File: src/rtl/sdc_pkg.sv
package sdc_pkg;
  localparam int FRAME_LEN = 48;
  localparam int LONG_LEN  = 136;
  localparam int CNT_W     = $clog2(LONG_LEN + 1);
  localparam int STS_W     = 11;
  localparam int CRC_W     = 7;
  localparam int HEAD_LEN  = FRAME_LEN - CRC_W - 1;

  // command word fields
  localparam int B_LONG  = 9;
  localparam int B_NORSP = 10;
  localparam int B_BUSY  = 11;
  localparam int B_FAIL  = 14;
  localparam int B_NEW   = 15;
  localparam logic [11:0] FIELD_MASK = 12'hEFF;

  // status causes
  localparam int S_CRC7      = 4;
  localparam int S_CMD_TO    = 6;
  localparam int S_REW_TO    = 7;
  localparam int S_BUSY_DONE = 10;

  localparam logic [1:0] A_CMD = 2'd0;
  localparam logic [1:0] A_ARG = 2'd1;
  localparam logic [1:0] A_TMO = 2'd2;
  localparam logic [1:0] A_STS = 2'd3;

  typedef enum logic [2:0] {
    ST_IDLE, ST_SEND, ST_WAIT, ST_RECV, ST_BUSY
  } eng_state_e;

  // serial CRC7, polynomial x^7 + x^3 + 1, zero seed
  function automatic logic [CRC_W-1:0] crc7_f(input logic [HEAD_LEN-1:0] d);
    logic [CRC_W-1:0] c;
    logic             fb;
    c = '0;
    for (int i = HEAD_LEN - 1; i >= 0; i--) begin
      fb = d[i] ^ c[CRC_W-1];
      c  = {c[CRC_W-2:0], 1'b0};
      if (fb) c = c ^ 7'h09;
    end
    return c;
  endfunction
endpackage

File: src/rtl/sdc_tx.sv
module sdc_tx
  import sdc_pkg::*;
(
  input  logic                 clk,
  input  logic                 rst_n,
  input  logic                 load,
  input  logic [FRAME_LEN-1:0] frame,
  input  logic                 shift,
  output logic                 bit_o,
  output logic                 last_o
);
  logic [FRAME_LEN-1:0] sh_q, sh_d;
  logic [CNT_W-1:0]     cnt_q, cnt_d;

  always_comb begin
    sh_d  = sh_q;
    cnt_d = cnt_q;
    if (load) begin
      sh_d  = frame;
      cnt_d = '0;
    end else if (shift) begin
      sh_d  = {sh_q[FRAME_LEN-2:0], 1'b1};
      cnt_d = cnt_q + 1'b1;
    end
  end

  always_ff @(posedge clk or negedge rst_n) begin
    if (!rst_n) begin
      sh_q  <= '1;
      cnt_q <= '0;
    end else begin
      sh_q  <= sh_d;
      cnt_q <= cnt_d;
    end
  end

  assign bit_o  = sh_q[FRAME_LEN-1];
  assign last_o = (cnt_q == CNT_W'(FRAME_LEN - 1));

  AST_TX_SPAN: assert property (@(posedge clk) disable iff (!rst_n)
    shift |-> (cnt_q < CNT_W'(FRAME_LEN)));
endmodule

File: src/rtl/sdc_rx.sv
module sdc_rx #(
  parameter int LEN = 136,
  parameter int CW  = 8
) (
  input  logic           clk,
  input  logic           rst_n,
  input  logic           start,
  input  logic           shift,
  input  logic           bit_i,
  output logic [LEN-1:0] word_o,
  output logic [CW-1:0]  cnt_o
);
  logic [LEN-1:0] sh_q, sh_d;
  logic [CW-1:0]  cnt_q, cnt_d;

  always_comb begin
    sh_d  = sh_q;
    cnt_d = cnt_q;
    if (start) begin
      sh_d  = '0;
      cnt_d = CW'(1);
    end else if (shift) begin
      sh_d  = {sh_q[LEN-2:0], bit_i};
      cnt_d = cnt_q + 1'b1;
    end
  end

  always_ff @(posedge clk or negedge rst_n) begin
    if (!rst_n) begin
      sh_q  <= '0;
      cnt_q <= '0;
    end else begin
      sh_q  <= sh_d;
      cnt_q <= cnt_d;
    end
  end

  // word as it stands once the bit on the line is taken in
  assign word_o = {sh_q[LEN-2:0], bit_i};
  assign cnt_o  = cnt_q;

  AST_RX_SPAN: assert property (@(posedge clk) disable iff (!rst_n)
    shift |-> (cnt_q < CW'(LEN)));
endmodule

File: src/rtl/sdc_tmo.sv
module sdc_tmo #(
  parameter int W = 32
) (
  input  logic         clk,
  input  logic         rst_n,
  input  logic         load,
  input  logic [W-1:0] init,
  input  logic         dec,
  output logic         zero_o
);
  logic [W-1:0] cnt_q, cnt_d;

  always_comb begin
    cnt_d = cnt_q;
    if (load)                   cnt_d = init;
    else if (dec && cnt_q != 0) cnt_d = cnt_q - 1'b1;
  end

  always_ff @(posedge clk or negedge rst_n) begin
    if (!rst_n) cnt_q <= '0;
    else        cnt_q <= cnt_d;
  end

  assign zero_o = (cnt_q == '0);

  AST_TMO_FLOOR: assert property (@(posedge clk) disable iff (!rst_n)
    dec |-> (cnt_q != '0));
endmodule

File: src/rtl/sd_cmd_engine.sv
module sd_cmd_engine
  import sdc_pkg::*;
#(
  parameter int TMO_W = 32
) (
  input  logic        clk,
  input  logic        rst_n,
  input  logic        clk_en,
  input  logic        reg_wr,
  input  logic [1:0]  reg_addr,
  input  logic [31:0] reg_wdata,
  input  logic        cmd_in,
  input  logic        dat0_in,
  output logic        cmd_out,
  output logic        cmd_oe,
  output logic [15:0] cmd_word,
  output logic [10:0] status,
  output logic [31:0] rsp_w0,
  output logic [31:0] rsp_w1,
  output logic [31:0] rsp_w2,
  output logic [31:0] rsp_w3
);
  localparam logic [CNT_W-1:0] NEED_SHORT = CNT_W'(FRAME_LEN - 1);
  localparam logic [CNT_W-1:0] NEED_LONG  = CNT_W'(LONG_LEN - 1);

  // reset: asynchronous assert, synchronous release
  logic [1:0] rsync_q;
  logic       rst_s;
  always_ff @(posedge clk or negedge rst_n) begin
    if (!rst_n) rsync_q <= '0;
    else        rsync_q <= {rsync_q[0], 1'b1};
  end
  assign rst_s = rsync_q[1];

  eng_state_e        state_q, state_d;
  logic              new_q, new_d, fail_q, fail_d;
  logic [11:0]       cf_q, cf_d;
  logic [31:0]       arg_q, arg_d;
  logic [TMO_W-1:0]  tmo_q, tmo_d;
  logic [STS_W-1:0]  sts_q, sts_d, sts_set, sts_clr;
  logic [3:0][31:0]  rsp_q, rsp_d;

  logic              fin, tx_load, tmo_load, tmo_dec, rx_start, rx_shift;
  logic              tx_bit, tx_last, tmo_zero;
  logic [LONG_LEN-1:0] rx_word;
  logic [CNT_W-1:0]  rx_cnt, rx_need;
  logic [FRAME_LEN-1:0] tx_frame;
  logic              wr_cmd;

  assign wr_cmd   = reg_wr && (reg_addr == A_CMD);
  assign rx_need  = cf_q[B_LONG] ? NEED_LONG : NEED_SHORT;
  assign tx_frame = {2'b01, reg_wdata[5:0], arg_q,
                     crc7_f({2'b01, reg_wdata[5:0], arg_q}), 1'b1};

  sdc_tx i_tx (
    .clk(clk), .rst_n(rst_s), .load(tx_load), .frame(tx_frame),
    .shift(clk_en && state_q == ST_SEND), .bit_o(tx_bit), .last_o(tx_last)
  );

  sdc_rx #(.LEN(LONG_LEN), .CW(CNT_W)) i_rx (
    .clk(clk), .rst_n(rst_s), .start(rx_start), .shift(rx_shift),
    .bit_i(cmd_in), .word_o(rx_word), .cnt_o(rx_cnt)
  );

  sdc_tmo #(.W(TMO_W)) i_tmo (
    .clk(clk), .rst_n(rst_s), .load(tmo_load), .init(tmo_q),
    .dec(tmo_dec), .zero_o(tmo_zero)
  );

  always_comb begin
    state_d  = state_q;
    new_d    = new_q;
    fail_d   = fail_q;
    cf_d     = cf_q;
    arg_d    = arg_q;
    tmo_d    = tmo_q;
    rsp_d    = rsp_q;
    sts_set  = '0;
    fin      = 1'b0;
    tx_load  = 1'b0;
    tmo_load = 1'b0;
    tmo_dec  = 1'b0;
    rx_start = 1'b0;
    rx_shift = 1'b0;

    case (state_q)
      ST_SEND: if (clk_en && tx_last) begin
        if (cf_q[B_NORSP]) fin = 1'b1;
        else begin
          state_d  = ST_WAIT;
          tmo_load = 1'b1;
        end
      end
      ST_WAIT: if (clk_en) begin
        if (!cmd_in) begin
          rx_start = 1'b1;
          state_d  = ST_RECV;
        end else if (tmo_zero) begin
          sts_set[S_CMD_TO] = 1'b1;
          fail_d = 1'b1;
          fin    = 1'b1;
        end else tmo_dec = 1'b1;
      end
      ST_RECV: if (clk_en) begin
        if (rx_cnt == rx_need) begin
          if (cf_q[B_LONG]) begin
            rsp_d = rx_word[127:0];
            fin   = 1'b1;
          end else begin
            rsp_d[0] = rx_word[39:8];
            if (crc7_f(rx_word[47:8]) != rx_word[7:1]) begin
              sts_set[S_CRC7] = 1'b1;
              fail_d = 1'b1;
              fin    = 1'b1;
            end else if (cf_q[B_BUSY]) begin
              state_d  = ST_BUSY;
              tmo_load = 1'b1;
            end else fin = 1'b1;
          end
        end else rx_shift = 1'b1;
      end
      ST_BUSY: if (clk_en) begin
        if (dat0_in) begin
          sts_set[S_BUSY_DONE] = 1'b1;
          fin = 1'b1;
        end else if (tmo_zero) begin
          sts_set[S_REW_TO] = 1'b1;
          fail_d = 1'b1;
          fin    = 1'b1;
        end else tmo_dec = 1'b1;
      end
      default: ;
    endcase

    if (fin) begin
      state_d = ST_IDLE;
      new_d   = 1'b0;
    end

    if (wr_cmd && !new_q) begin
      cf_d = reg_wdata[11:0] & FIELD_MASK;
      if (reg_wdata[B_NEW]) begin
        if (reg_wdata[B_LONG] && reg_wdata[B_BUSY]) begin
          fail_d = 1'b1;
        end else begin
          new_d   = 1'b1;
          fail_d  = 1'b0;
          state_d = ST_SEND;
          tx_load = 1'b1;
        end
      end
    end

    if (reg_wr && reg_addr == A_ARG) arg_d = reg_wdata;
    if (reg_wr && reg_addr == A_TMO) tmo_d = reg_wdata[TMO_W-1:0];
    sts_clr = (reg_wr && reg_addr == A_STS) ? reg_wdata[STS_W-1:0] : '0;
    sts_d   = (sts_q & ~sts_clr) | sts_set;
  end

  always_ff @(posedge clk or negedge rst_s) begin
    if (!rst_s) begin
      state_q <= ST_IDLE;
      new_q   <= 1'b0;
      fail_q  <= 1'b0;
      cf_q    <= '0;
      arg_q   <= '0;
      tmo_q   <= '0;
      sts_q   <= '0;
      rsp_q   <= '0;
    end else begin
      state_q <= state_d;
      new_q   <= new_d;
      fail_q  <= fail_d;
      cf_q    <= cf_d;
      arg_q   <= arg_d;
      tmo_q   <= tmo_d;
      sts_q   <= sts_d;
      rsp_q   <= rsp_d;
    end
  end

  assign cmd_oe   = (state_q == ST_SEND);
  assign cmd_out  = cmd_oe ? tx_bit : 1'b1;
  assign cmd_word = {new_q, fail_q, 2'b00, cf_q};
  assign status   = sts_q;
  assign rsp_w0   = rsp_q[0];
  assign rsp_w1   = rsp_q[1];
  assign rsp_w2   = rsp_q[2];
  assign rsp_w3   = rsp_q[3];

  logic unused_bits;
  assign unused_bits = ^{reg_wdata[31:16], reg_wdata[14:12], rx_word[LONG_LEN-1:128]};

  AST_OE_PENDING: assert property (@(posedge clk) disable iff (!rst_s)
    cmd_oe |-> cmd_word[B_NEW]);
  AST_WRITE_IGNORED: assert property (@(posedge clk) disable iff (!rst_s)
    (cmd_word[B_NEW] && wr_cmd) |=> $stable(cmd_word[11:0]));
  AST_TIMEOUT_ENDS: assert property (@(posedge clk) disable iff (!rst_s)
    $rose(status[S_CMD_TO]) |-> (!cmd_word[B_NEW] && cmd_word[B_FAIL]));
  AST_BUSY_RELEASE: assert property (@(posedge clk) disable iff (!rst_s)
    $rose(status[S_BUSY_DONE]) |-> $past(dat0_in));
  AST_NO_LONG_BUSY: assert property (@(posedge clk) disable iff (!rst_s)
    (state_q == ST_BUSY) |-> !cf_q[B_LONG]);
endmodule

File: config.mk
export PLATFORM = sky130hd
export DESIGN_NAME = sd_cmd_engine
export DESIGN_NICKNAME = d
export VERILOG_FILES = /design/src/rtl/sdc_pkg.sv /design/src/rtl/sdc_tx.sv /design/src/rtl/sdc_rx.sv /design/src/rtl/sdc_tmo.sv /design/src/rtl/sd_cmd_engine.sv
export SDC_FILE = /design/constraint.sdc
export NUM_CORES = 1
export LEC_CHECK = 0
export ABC_AREA = 1
export CAP_MARGIN = 20
export CORE_ASPECT_RATIO = 1.5
export CORE_MARGIN = 2
export CORE_UTILIZATION = 60
export DETAILED_ROUTE_END_ITERATION = 10
export DONT_BUFFER_PORTS = 1
export GPL_ROUTABILITY_DRIVEN = 0
export GPL_TIMING_DRIVEN = 0
export PLACE_DENSITY = 0.79
export SLEW_MARGIN = 20
export SYNTH_ARGS = -nofsm -noshare
export SYNTH_HDL_FRONTEND = slang
export SYNTH_SLANG_ARGS = --single-unit
File: constraint.sdc
create_clock -name clk -period 14.35 [get_ports clk]
set_input_delay 0.7175 -clock clk [delete_from_list [all_inputs] [get_ports clk]]
set_output_delay 0.7175 -clock clk [all_outputs]
set_load 0.02 [all_outputs]
### Word level (Yosys, flattened, before mapping)

Index checks and enable logic that the tools add are counted.

* add/subtract/negate cells: 3
* multipliers: 0
* div/mod/pow operators: 0
* order comparisons: 0
* equality and inequality tests: 10
* shift operators: 0
* multiplexer cells: 331
* bitwise operators: 155
* reduce and logical (&&, ||, !) cells: 18

Operators by type and width (count)
* two-way mux 7 bit: 160
* two-way mux 4 bit: 78
* two-way mux 127 bit: 2
* inverter 2 bit: 76
* two-way mux 32 bit: 3
* two-way mux 48 bit: 2
* bitwise XOR 1 bit: 73
* two-way mux 1 bit: 62
* two-way mux 8 bit: 5
* two-way mux 3 bit: 13
* zero test 32 bit: 1
* nonzero test 32 bit: 1
* subtractor 32 x 1 -> 32 bit, second input constant: 1
* adder 8 x 1 -> 8 bit, second input constant: 2
* bitwise AND 11 bit: 1
* two-way mux 11 bit: 1
* inverter 11 bit: 1
* bitwise OR 11 bit: 1
* logical AND 1 bit: 9
* case mux 3 bit (3 select lines): 1
* == test 8 x 6 -> 1 bit, second input constant: 1
* == test 8 bit: 1
* != test 7 bit: 1
* == test 3 x 2 -> 1 bit, second input constant: 2
* other kinds (13): 19

* register bits after elaboration: 444
* latch bits: 0
* RAM bits: 0
* ROM bits: 0
* input port bits: 40
* output and inout port bits: 157
* word-level logic and storage cells: 534
* memories kept: 0

### Depth between registers and ports, before layout

* depth in word-level cells: 249
* gate-level depth with buffers: 37
* depth with buffers taken out: 36

### By module

A second synthesis with hierarchy kept.

* cell total of the unflattened synthesis: 2449
* area, all modules: 21533.2 sq um

By module, submodules not included
* sd_cmd_engine: instances 1, cells each 1150, area an instance 10655.2 sq um
* sdc_rx: instances 1, cells each 624, area an instance 5689.2 sq um
* sdc_tx: instances 1, cells each 270, area an instance 2602.5 sq um
* sdc_tmo: instances 1, cells each 405, area an instance 2586.2 sq um

### Worst setup path before layout

OpenSTA, ideal clock, no wires.

* kind: flip-flop to flip-flop
* start: register i_tmo.cnt_q[0]
* end: register state_q[0]
* library setup time: 130 ps
* arrival: 3119 ps
* setup slack: 11101 ps
* cell stages (with the launch flop): 26
* period minus slack after synthesis: 3249 ps
* cells stage by stage: dfrtp_1 > inv_1 > ha_1 > inv_1 > or2_1 > nor2_1 > inv_1 > nor3_2 > nor3b_1 > inv_2 > nor2_1 > nand2_1 > nor3b_2 > nand3_1 > nor2_1 > inv_2 > nor3_2 > inv_1 > nor2_1 > inv_1 > nor4_2 > inv_1 > o21ai_1 > inv_1 > nand3_1 > nand2_1

* cells in the longest elaborated chain, start to end: 9
* elaborated cells between the ends (all ways): 11

RTL lines
* from (decl): line sdc_tmo.sv:11 `logic [W-1:0] cnt_q, cnt_d;`
* from (signal assigned): line sdc_tmo.sv:21 `else cnt_q <= cnt_d;`
* zero test 32 bit *: line sdc_tmo.sv:24 `assign zero_o = (cnt_q == '0);`
* two-way mux 1 bit *: line sd_cmd_engine.sv:98, sd_cmd_engine.sv:126
* two-way mux 1 bit (on tied branches): line sd_cmd_engine.sv:123, sd_cmd_engine.sv:95
* two-way mux 1 bit (on tied branches): line sd_cmd_engine.sv:122, sd_cmd_engine.sv:94
* case mux 1 bit (4 select lines) *: line sd_cmd_engine.sv:86 `case (state_q)`
* two-way mux 3 bit *: line sd_cmd_engine.sv:135 `if (fin) begin`
* two-way mux 3 bit: line sd_cmd_engine.sv:143 `if (reg_wdata[B_LONG] && reg_wdata[B_BUSY]) begin`
* two-way mux 3 bit: line sd_cmd_engine.sv:142 `if (reg_wdata[B_NEW]) begin`
* two-way mux 3 bit *: line sd_cmd_engine.sv:140 `if (wr_cmd && !new_q) begin`
* via state_d[0]: line sd_cmd_engine.sv:35 `eng_state_e state_q, state_d;`
* to (signal assigned): line sd_cmd_engine.sv:171 `state_q <= state_d;`
* to (decl): line sd_cmd_engine.sv:35

Mark *: on every way through the listed nets, which the timed path passes. The rest lies on a longest branch.
A chain may end at the register's enable or synchronous reset.

### Final worst setup path

Same ends and word-level chain as after synthesis.

==> flow_summary.toml <==
[status]
status = "finished, final reports clean"

[timing]
fin_crit_ns = 4.06
setup_viol = 0
rsz0062_at_grt = "no"
skew_ns = 0.0237
whs_ns = 0.307
min_period_over_period_pct = 28.3
worst-slew-pin-transition_ns = 0.900
hold_viol = 0
drv_slew = 0
slew_headroom_pct = 40.0
fmax_mhz = 246

[placed_design]
post-dp-hpwl_um = 39900
portBuffers = 0

[route]
ant_nets = 0
drc = 0
wl_um = 54700
dr.pass1.iters = 7
drt-initial-drc-count = 1191
via_count = 16300
wire_per_inst_um = 19.8
via_per_inst = 5.90

[global_routing]
grtUsageTotal_pct = 31.3
grt_max_degree = 61
grt_antenna_before_repair = 0
grt_pass1_vias = 16700
overflow = 0
grt_first_pass_wirelength_um = 87300

[setup_path]
crit_arrival_ns = 4.47
crit_start = "i_tmo.cnt_q[0]$_DFFE_PN0P_"
slowest_delay_ns = 0.40
crit_slowest_cell = "dfrtp_1"
r2r_start = "i_tmo.cnt_q[0]$_DFFE_PN0P_"
endpoint_kind = "flip-flop"
path_max_fanout = 5
crit_type = "flip-flop to flip-flop"
cpMostUsedCell = "inv_1"
cp.required_ns = 14.76
crit_path_start_kind = "flip-flop"

[layout]
multi_input_area_um2 = 7420
syn_to_final_growth_pct = 10.9
seqCellArea_um2 = 11100
antenna_cells = 0
layout.nets = 2361
nFillCells = 2510
layout-drive-gt1-share_pct = 9.02

[hold_path]
min-delay-start = "reg_wdata[10]"
hold_path_class = "primary input to flip-flop"

[clocking]
root_buffer = "clkbuf_16"
clock_sinks = 443
cts.htree.levels = 2
cts_tree = "done"
clkTransAtPathRegs_ns = 0.06
worstSkewPairLatency_ns = 0.56
ctsResizeCount = 0
cts_max_path_buffers = 3
cts_inserted_buffers = 41
postCtsSetupRepairBufs = 0

[synth]
synthFlopType = "dfrtp_1"
netlist_area_um2 = 20000
ys_top_cells_by_area = "dfrtp_1 49%, nand2_1 11%, dfstp_2 6.2%"
post-synth-top-count-cell = "nand2_1"
synth_edf_count = 0
synth_cell_types = 52
synthTopCellsByCount = "592 x nand2_1, 396 x dfrtp_1, 251 x inv_1"
ys_ff_latch = 443
synth_top_area_cell = "dfrtp_1"
async_flop_share_pct = 100
syn_inst = 2264
syn_avg_cell_area_um2 = 8.84
ys_warn_count = 0
yosysTopAreaCellShare_pct = 49.5
ys_seq_area_share_pct = 55.7

[die]
ioPinCount = 197
core_um2 = 32700
die_x_um = 153
fp.dieH_um = 228
num_rows = 81
start_util_pct = 61.2
dieArea_um2 = 34900

[flow_run]
drv_cap = 0
## flip-flops by register name, indices dropped and copies added, names as in the netlist
name,count
arg_q,32
cf_q,11
fail_q,1
i_rx.cnt_o,8
i_rx.sh_q,127
i_tmo.cnt_q,32
i_tx.cnt_q,8
i_tx.sh_q,47
new_q,1
rsp_w0,32
rsp_w1,32
rsp_w2,32
rsp_w3,32
rsync_q,2
state_q,3
status,11
tmo_q,32
## cells by family after synthesis
kind of cell             share of synthesized area (%)
AND/OR/NAND/NOR                                   19.5
AO/OA/AOI/OAI                                     13.6
flip-flops                                        55.7
buffers and inverters                             7.32
XOR/XNOR                                          3.76
adder cells (fa/ha/maj)                          0.188
other                                           0.0375
## critical path: cells and delay by family (launching register included)
family	cells	cell delay (ns)
DFF	1	0.40
and+or+nand+nor	14	2.49
AOI/OAI and AO/OA	1	0.09
adders and majority gates	1	0.16
buffers and inverters	9	0.79
## area by class of cell
cell class | count | area share, %
buffer | 106 | 1.99
clock inverter | 16 | 1.12
clock buffer | 59 | 5.29
multi-input combinational | 1445 | 33.4
inverter | 272 | 4.61
tap | 415 | 2.34
timing repair buffer | 9 | 1.00
sequential | 443 | 50.2
## worst paths after layout
check                      slack (ns)                     end  cells past startpoint
max                             10.29    state_q[0]$_DFF_PN0_                     25
min                              0.31    cf_q[10]$_DFFE_PN0P_                      2
max reg2reg                     10.29    state_q[0]$_DFF_PN0_                     25
min reg2reg                      0.34  rsp_w3[29]$_DFFE_PN0P_                      0
max in group asynchronous       12.72     status[9]$_DFF_PN0_                      3
min in group asynchronous        0.34  rsp_w3[29]$_DFFE_PN0P_                      0
## repair_timing
action	CTS	global route
hold buffers	1	0
hold endpoints to repair	2	0
endpoints found under the setup margin	0	0
## per-layer routing
metal	vias up	wire length, um	global-route usage, %
met2	614	27600	54.1
met3	205	4250	7.78
li1	7574	-	-
met4	0	3540	17.8
met1	7922	19300	35.0
met5	-	0	0
## placed cells by master (no fill, tap or decap), types with 9 or more instances in the layout
cell type  count
clkbuf_16     41
inv_1        251
nand2_2       28
o211ai_1      24
nand2_1      592
o21ai_2       10
o311ai_0       9
dfrtp_1      395
nor2_1        56
o21ai_0      210
dfstp_2       47
xor2_1        51
o22ai_1      118
nor3_1        17
o221ai_1      39
inv_2         17
xnor2_1       33
a21oi_1       17
nand3_1      165
clkbuf_1     102
## through the flow
step	cell area, um^2	setup TNS (ns)	util [%]	instances	setup WS, ns
finish	22200	0	67.8	2765	10.29
CTS	22200	0	67.8	2765	10.36
detailed placement	20800	0	63.4	2689	10.39
global route	22200	0	67.8	2765	9.83
floorplan	20000	0	-	2266	1.17
global placement	20500	-1241.44	62.8	2681	-3.20
Power is left out: the tool's default activity adds up to more than one toggle a clock period on the data nets, which glitch-free logic cannot reach.
